==> src/rtl/owslot_pkg.sv <==
package owslot_pkg;

  localparam int TW = 16;

  typedef logic [TW-1:0] us_t;

  // Field order matches the timing set: reset, presence, w0, w1, sample, slot
  typedef struct packed {
    us_t rst_low;
    us_t pres_smp;
    us_t w0_low;
    us_t w1_low;
    us_t smp;
    us_t slot;
  } timing_t;

  typedef struct packed {
    us_t low;
    us_t pre;
    us_t post;
    us_t rec;
  } iv_t;

  typedef enum logic [2:0] {
    PH_IDLE = 3'd0,
    PH_LOW  = 3'd1,
    PH_PRE  = 3'd2,
    PH_SMP  = 3'd3,
    PH_POST = 3'd4,
    PH_REC  = 3'd5
  } phase_t;

  // Difference clamped at zero
  function automatic us_t sat_sub(us_t a, us_t b);
    return (a > b) ? us_t'(a - b) : '0;
  endfunction

  // First phase at or after cand that has a nonzero length
  function automatic phase_t skip_empty(phase_t cand, iv_t iv);
    phase_t p;
    p = cand;
    if (p == PH_LOW  && iv.low  == '0) p = PH_PRE;
    if (p == PH_PRE  && iv.pre  == '0) p = PH_SMP;
    if (p == PH_POST && iv.post == '0) p = PH_REC;
    if (p == PH_REC  && iv.rec  == '0) p = PH_IDLE;
    return p;
  endfunction

  function automatic us_t length_of(phase_t p, iv_t iv);
    case (p)
      PH_LOW:  return iv.low;
      PH_PRE:  return iv.pre;
      PH_POST: return iv.post;
      PH_REC:  return iv.rec;
      default: return '0;
    endcase
  endfunction

  // Pull-low enable for each phase; a 1 bit releases after the low phase
  function automatic logic pull_for(phase_t p, logic tx);
    case (p)
      PH_LOW:                    return 1'b1;
      PH_PRE, PH_SMP, PH_POST:   return ~tx;
      default:                   return 1'b0;
    endcase
  endfunction

endpackage

==> src/rtl/owslot_us_tick.sv <==
module owslot_us_tick #(
  parameter int CLKS_PER_US = 4
) (
  input  logic clk,
  input  logic rst,
  input  logic restart,
  output logic tick
);
  localparam int CW = (CLKS_PER_US > 1) ? $clog2(CLKS_PER_US) : 1;
  localparam logic [CW-1:0] LAST = CW'(CLKS_PER_US - 1);

  logic [CW-1:0] cnt_q;

  assign tick = (cnt_q == LAST);

  always_ff @(posedge clk) begin
    if (rst || restart)  cnt_q <= '0;
    else if (tick)       cnt_q <= '0;
    else                 cnt_q <= cnt_q + CW'(1);
  end

  // with a divider above one, ticks are never adjacent
  p_tick_gap_r8: assert property (@(posedge clk) disable iff (rst)
    (CLKS_PER_US > 1 && tick) |=> !tick);

endmodule

==> src/rtl/owslot_sync.sv <==
module owslot_sync #(
  parameter int STAGES = 2
) (
  input  logic clk,
  input  logic rst,
  input  logic din,
  output logic dout
);
  logic [STAGES-1:0] q;

  always_ff @(posedge clk) begin
    if (rst) q <= '1;   // bus idles high
    else     q <= {q[STAGES-2:0], din};
  end

  assign dout = q[STAGES-1];

endmodule

==> src/rtl/owslot_interval_calc.sv <==
module owslot_interval_calc
  import owslot_pkg::*;
(
  input  timing_t tm,
  input  logic    tx,
  output iv_t     iv
);
  always_comb begin
    if (tx) begin
      iv.low  = tm.w1_low;
      iv.pre  = sat_sub(tm.smp, tm.w1_low);
      iv.post = '0;
      iv.rec  = sat_sub(tm.slot, tm.smp);
    end else begin
      iv.low  = tm.smp;
      iv.pre  = '0;
      iv.post = sat_sub(tm.w0_low, tm.smp);
      iv.rec  = sat_sub(tm.slot, tm.w0_low);
    end
  end

endmodule

==> src/rtl/owire_slot_engine.sv <==
module owire_slot_engine
  import owslot_pkg::*;
#(
  parameter int CLKS_PER_US = 4,
  parameter int SYNC_STAGES = 2
) (
  input  logic        clk,
  input  logic        rst,
  input  logic        start,
  input  logic        tx_bit,
  input  logic [15:0] t_reset_low,
  input  logic [15:0] t_presence_smp,
  input  logic [15:0] t_w0_low,
  input  logic [15:0] t_w1_low,
  input  logic [15:0] t_sample,
  input  logic [15:0] t_slot,
  input  logic        line_in,
  output logic        line_pull_low,
  output logic        busy,
  output logic        done,
  output logic        rx_bit
);
  localparam int SCW = $clog2(SYNC_STAGES + 1);
  localparam logic [SCW-1:0] SMP_LAST = SCW'(SYNC_STAGES - 1);

  timing_t tm_in;
  iv_t     iv_in, iv_q, iv_use;
  phase_t  phase_q, phase_n;
  logic    tx_q, tx_use;
  us_t     us_left_q;
  logic [SCW-1:0] smp_cnt_q;
  logic    pull_q, busy_q, done_q, rx_q;
  logic    tick, line_s, phase_end, entering;

  assign tm_in = '{rst_low:  t_reset_low,
                   pres_smp: t_presence_smp,
                   w0_low:   t_w0_low,
                   w1_low:   t_w1_low,
                   smp:      t_sample,
                   slot:     t_slot};

  owslot_interval_calc u_calc (
    .tm (tm_in),
    .tx (tx_bit),
    .iv (iv_in)
  );

  owslot_sync #(.STAGES(SYNC_STAGES)) u_sync (
    .clk  (clk),
    .rst  (rst),
    .din  (line_in),
    .dout (line_s)
  );

  owslot_us_tick #(.CLKS_PER_US(CLKS_PER_US)) u_tick (
    .clk     (clk),
    .rst     (rst),
    .restart (entering),
    .tick    (tick)
  );

  assign iv_use = (phase_q == PH_IDLE) ? iv_in  : iv_q;
  assign tx_use = (phase_q == PH_IDLE) ? tx_bit : tx_q;

  always_comb begin
    case (phase_q)
      PH_IDLE:                      phase_end = start;
      PH_SMP:                       phase_end = (smp_cnt_q == SMP_LAST);
      PH_LOW, PH_PRE, PH_POST,
      PH_REC:                       phase_end = tick && (us_left_q == us_t'(1));
      default:                      phase_end = 1'b0;
    endcase
  end

  always_comb begin
    phase_n = phase_q;
    if (phase_end) begin
      case (phase_q)
        PH_IDLE: phase_n = skip_empty(PH_LOW, iv_use);
        PH_LOW:  phase_n = skip_empty(PH_PRE, iv_use);
        PH_PRE:  phase_n = PH_SMP;
        PH_SMP:  phase_n = skip_empty(PH_POST, iv_use);
        PH_POST: phase_n = skip_empty(PH_REC, iv_use);
        default: phase_n = PH_IDLE;
      endcase
    end
  end

  assign entering = (phase_n != phase_q);

  always_ff @(posedge clk) begin
    if (rst) begin
      phase_q   <= PH_IDLE;
      iv_q      <= '0;
      tx_q      <= 1'b1;
      us_left_q <= '0;
      smp_cnt_q <= '0;
      pull_q    <= 1'b0;
      busy_q    <= 1'b0;
      done_q    <= 1'b0;
      rx_q      <= 1'b0;
    end else begin
      phase_q <= phase_n;
      if (phase_q == PH_IDLE && start) begin
        iv_q <= iv_in;
        tx_q <= tx_bit;
      end
      if (entering)                      us_left_q <= length_of(phase_n, iv_use);
      else if (tick && us_left_q != '0)  us_left_q <= us_left_q - us_t'(1);
      if (entering)                      smp_cnt_q <= '0;
      else if (phase_q == PH_SMP)        smp_cnt_q <= smp_cnt_q + SCW'(1);
      if (phase_q == PH_SMP && phase_end) rx_q <= line_s;
      pull_q <= pull_for(phase_n, tx_use);
      busy_q <= (phase_n != PH_IDLE);
      done_q <= (phase_q != PH_IDLE) && (phase_n == PH_IDLE);
    end
  end

  assign line_pull_low = pull_q;
  assign busy          = busy_q;
  assign done          = done_q;
  assign rx_bit        = rx_q;

  // done is a single-cycle pulse
  p_done_pulse_r11: assert property (@(posedge clk) disable iff (rst)
    done_q |=> !done_q);

  // busy has already fallen when done is shown
  p_busy_done_r11: assert property (@(posedge clk) disable iff (rst)
    done_q |-> !busy_q);

  // the line is only ever pulled during a slot
  p_pull_busy_r7: assert property (@(posedge clk) disable iff (rst)
    pull_q |-> busy_q);

  // a start seen mid-slot leaves the latched slot setup alone
  p_latch_r10: assert property (@(posedge clk) disable iff (rst)
    (busy_q && start) |=> ($stable(tx_q) && $stable(iv_q)));

  // a timed phase never runs with a zero count
  p_no_zero_phase_r5: assert property (@(posedge clk) disable iff (rst)
    (phase_q == PH_LOW || phase_q == PH_PRE || phase_q == PH_POST ||
     phase_q == PH_REC) |-> (us_left_q != '0));

  // the received bit moves only when a sample window closes
  p_rx_hold_r9: assert property (@(posedge clk) disable iff (rst)
    (phase_q != PH_SMP) |=> $stable(rx_q));

endmodule

==> config.mk <==
export PLATFORM = sky130hd
export DESIGN_NAME = owire_slot_engine
export DESIGN_NICKNAME = d
export VERILOG_FILES = /design/src/rtl/owslot_pkg.sv /design/src/rtl/owslot_us_tick.sv /design/src/rtl/owslot_sync.sv /design/src/rtl/owslot_interval_calc.sv /design/src/rtl/owire_slot_engine.sv
export SDC_FILE = /design/constraint.sdc
export NUM_CORES = 1
export LEC_CHECK = 0
export BUFFER_PORTS_ARGS = -buffer_cell sky130_fd_sc_hd__buf_2
export CAP_MARGIN = 20
export CORE_ASPECT_RATIO = 1.75
export CORE_MARGIN = 1
export CORE_UTILIZATION = 45
export DETAILED_ROUTE_END_ITERATION = 8
export PLACE_DENSITY_LB_ADDON = 0.2
export SETUP_SLACK_MARGIN = 0.3
export SLEW_MARGIN = 10
export SYNTH_ARGS = -nofsm -noshare
export SYNTH_HDL_FRONTEND = slang
export SYNTH_SLANG_ARGS = --single-unit
==> constraint.sdc <==
create_clock -name clk -period 4.7 [get_ports clk]
set_input_delay 0.47 -clock clk [delete_from_list [all_inputs] [get_ports clk]]
set_output_delay 0.47 -clock clk [all_outputs]
set_load 0.05 [all_outputs]
==> impl_metrics.csv <==
group,metric,value,unit
routing,dr.pass1.iters,7,
timing,hold_slack,0.301,ns
floorplanning,core,20900,µm²
global_route,grt_pass1_vias,10400,
synthesis,async_reset_ff_share,0,%
setup_path,path_cells,"or4_4 -> or4_4 -> o41a_1 -> nor4b_2 -> and4_1 -> a31oi_1 -> a22oi_4 -> o21bai_4 -> buf_12 -> buf_6 -> mux2i_1 -> nand2_1 -> a211oi_1 -> o21a_1",
setup_path,worstSetupStartpoint,"us_left_q[6]$_SDFFE_PP0P_",
timing,maxSlewViolCount,0,
synthesis,ys_types,83,
finish,final_util,54.8,%
global_route,antenna_found_initial,0,
power,ir_worst_vdd,0.000231,V
power,pwr_density_cell,431,nW/µm²
setup_path,crit_fanout,7,
finish,fillCellCount,2107,
synthesis,postSynthAreaPerCell,7.05,µm²
timing,fmax,0.238,GHz
finish,syn2layout_area_growth,19.7,%
finish,design_area,11500,µm²
floorplanning,fp-row-count,70,
setup_path,cpMostUsedCell,"or4_4",
outcome,outcome,"finished with violations",
timing,period_share,89.4,%
finish,drive_above_1_share,18.9,%
setup_path,worstSetupEndpointType,"flop",
floorplanning,io_pins,105,
place,place_hpwl,28800,µm
setup_path,crit_arrival,4.50,ns
synthesis,yosys.area_share.adder,9.71,%
clock_network,clockBufferDepth,2,
routing,dr_total_vias,10800,
floorplanning,die_h,195,µm
synthesis,ys_seq_elements,94,
power,p_int,2.65,mW
setup_path,cpMaxStageDelayCell,"or4_4",
power,leakage,4.91,nW
place,port_buffers,72,
synthesis,synth_area_leaders,"dfxtp_1 (20%), ha_1 (8.9%), a21oi_1 (7.0%)",
clock_network,ctsHtreeMaxLevel,3,
synthesis,synth.top_cell.area_share,19.6,%
timing,finalSetupTns,0,ns
hold_path,hold_end,"u_sync.q[0]$_SDFF_PP1_",
hold_path,hp-class,"input pin to flop",
finish,finalNonFillerCells,1747,
outcome,violations,"DRC",
synthesis,synthCells,1360,
setup_path,worstReg2RegEnd,"us_left_q[1]$_SDFFE_PP0P_",
synthesis,syn-num-nets,1533,
setup_path,rr_worst_depth,14,
timing,worstMarginPinSlew,0.977,ns
routing,drt_iter0_markers,720,
floorplanning,die_x,112,µm
clock_network,cts_buffers,9,
clock_network,worstSkewPairLatency,0.35,ns
place,gp_congestion,0.928,
setup_path,cpPeakStageDelay,0.59,ns
finish,register_area,1880,µm²
floorplanning,start_util,45.8,%
clock_network,cts_root_buf,"clkbuf_16",
power,clkPwrFrac,16.4,%
clock_network,cts_tree,"done",
setup_path,r2r_start,"us_left_q[6]$_SDFFE_PP0P_",
timing,setup_viol,0,
power,finalPower,4.94,mW
setup_path,worstSetupPathType,"flop to flop",
setup_path,cp-start-kind,"flop",
finish,multi_input_area,7330,µm²
finish,nets,1664,
global_route,gr-total-overflow,0,
place,dpl.cell_count,1723,
power,p_seq_share,21.3,%
power,combPwrFrac,62.3,%
synthesis,netlist_area,9590,µm²
timing,min_period,4.20,ns
routing,routedWlPerCell,20.5,µm
synthesis,synth_top_area_cell,"dfxtp_1",
power,switchingPower,2.29,mW
synthesis,synth-xor-area-share,4.48,%
global_route,grt_util_all_layers,32.7,%
synthesis,synth_edf_count,0,
synthesis,synth_compound_area_share,30.5,%
hold_path,hold_depth,2,
finish,antennaDiodeCount,0,
place,dp_slack,-0.199,ns
clock_network,cts.sinks,94,
floorplanning,die_area,21900,µm²
routing,wl,35800,µm
timing,fin_skew,0.00826,ns
routing,viasPerCell,6.20,
setup_path,crit_required,5.00,ns
synthesis,synth.area.mux_share,2.62,%
synthesis,ys.flop_type,"dfxtp_1",
timing,relSlewSlack,34.9,%
timing,rsz0062_at_grt,"no",
synthesis,yosysWarnings,0,
timing,setup_ws,0.499,ns
job,drv_cap,0,
place,placed_area,10900,µm²
routing,drcViolationCount,2,
hold_path,holdCritStartpoint,"line_in",
clock_network,cts.clk_slew.worst_paths,0.06,ns
synthesis,yosysSeqAreaShare,19.6,%
power,p_sw_share,46.4,%
global_route,grt_max_degree,80,
synthesis,synth_top_family_by_area,"compound AO/OA/AOI/OAI gates",
routing,ant_nets,0,
synthesis,synthSimpleGateAreaFrac,27.1,%
setup_path,rrSetupSlack,0.50,ns
global_route,grt_pass1_wl,55400,µm
timing,hold_violations,0,
clock_network,cts.hold.buffers_added,0,
-- critical path, delay by kind of cell, from the launching register on --
family,cells,cell delay [ns]
DFF,1,0.35
and+or+nand+nor,5,1.77
muxes,1,0.22
AOI/OAI and AO/OA,6,1.49
buffers and inverters,2,0.31
-- Yosys cell counts (8+ instances only) --
cell type  number
nor4_1         29
o21a_1         19
a211oi_1       46
nand2b_1       15
xnor2_1        26
mux2i_1        24
or2_2           8
or3_1          20
ha_1           68
nor3b_1         8
and2_1         17
a31oi_1        12
nor2_1        171
nand4_1        13
clkbuf_1       62
xor2_1         23
o21ai_0        56
nand3_1        28
inv_1          63
a21oi_1       134
nor2b_1         8
nor3_1         54
dfxtp_1        94
nand2_1       136
o211ai_1       14
and3_1         12
o31ai_1         9
o22ai_1        15
a21o_1         27
buf_1          10
-- sequential cells by signal (all words and copies together), names as in the netlist --
name	cells
phase_q	3
done	1
line_pull_low	1
us_left_q	16
rx_bit	1
tx_q	1
u_sync.q	2
u_tick.cnt_q	2
smp_cnt_q	2
busy	1
iv_q	64
-- cell families after synthesis --
| logic type | after synthesis |
|---|---|
| compound gates | 433 |
| xor+xnor | 49 |
| fa+ha+maj | 72 |
| buf+inv | 144 |
| flops | 94 |
| mux | 25 |
| simple gates | 543 |
-- worst max-delay path by stage --
stage                                             to  cells past startpoint
after floorplan           us_left_q[10]$_SDFFE_PP0P_                     17
after global placement     us_left_q[8]$_SDFFE_PP0P_                     19
after detailed placement   us_left_q[8]$_SDFFE_PP0P_                     19
after CTS                  us_left_q[3]$_SDFFE_PP0P_                     18
after global routing       us_left_q[5]$_SDFFE_PP0P_                     20
final                      us_left_q[1]$_SDFFE_PP0P_                     14
-- cell usage in the layout (no fill, tap or decap), types with 52 or more instances in the layout --
cell type and count:
a21oi_1 127, dfxtp_1 94, ha_1 68, nor3_1 52, buf_4 120, nand2_1 135
o21ai_0 55, inv_1 63, nor2_1 171, buf_2 71
-- metal layers --
layer	vias to the layer above	global-route usage (%)	part of all wire, %
li1	5263	-	-
met1	5049	35.3	38
met2	395	58.2	50
met3	133	3.01	4.2
met4	0	25.3	8.4
met5	-	0	0
-- area by class of cell --
type	instances	area share, %
Clock inverter	4	0.611
Clock buffer	11	2.20
Tap cell	252	2.75
Sequential cell	94	16.4
Inverter	64	2.09
Timing Repair Buffer	199	12.0
Multi-Input combinational cell	1123	63.9
-- power by group through the flow --
stage	sequential (mW)	clock [mW]	combinational [mW]
final	1.05	0.809	3.08
after global routing	1.07	0.842	3.29
after CTS	1.05	0.816	2.82
after floorplan	1.06	0	1.80
after global placement	1.06	0	2.78
after detailed placement	1.07	0	2.79
-- timing repair --
item,in CTS,in global routing
pin swaps,1,15
endpoints found under the setup margin,13,19
gates cloned,0,2
gates resized for setup,8,32
setup buffers,0,6
(Power assumes the default switching activity.)
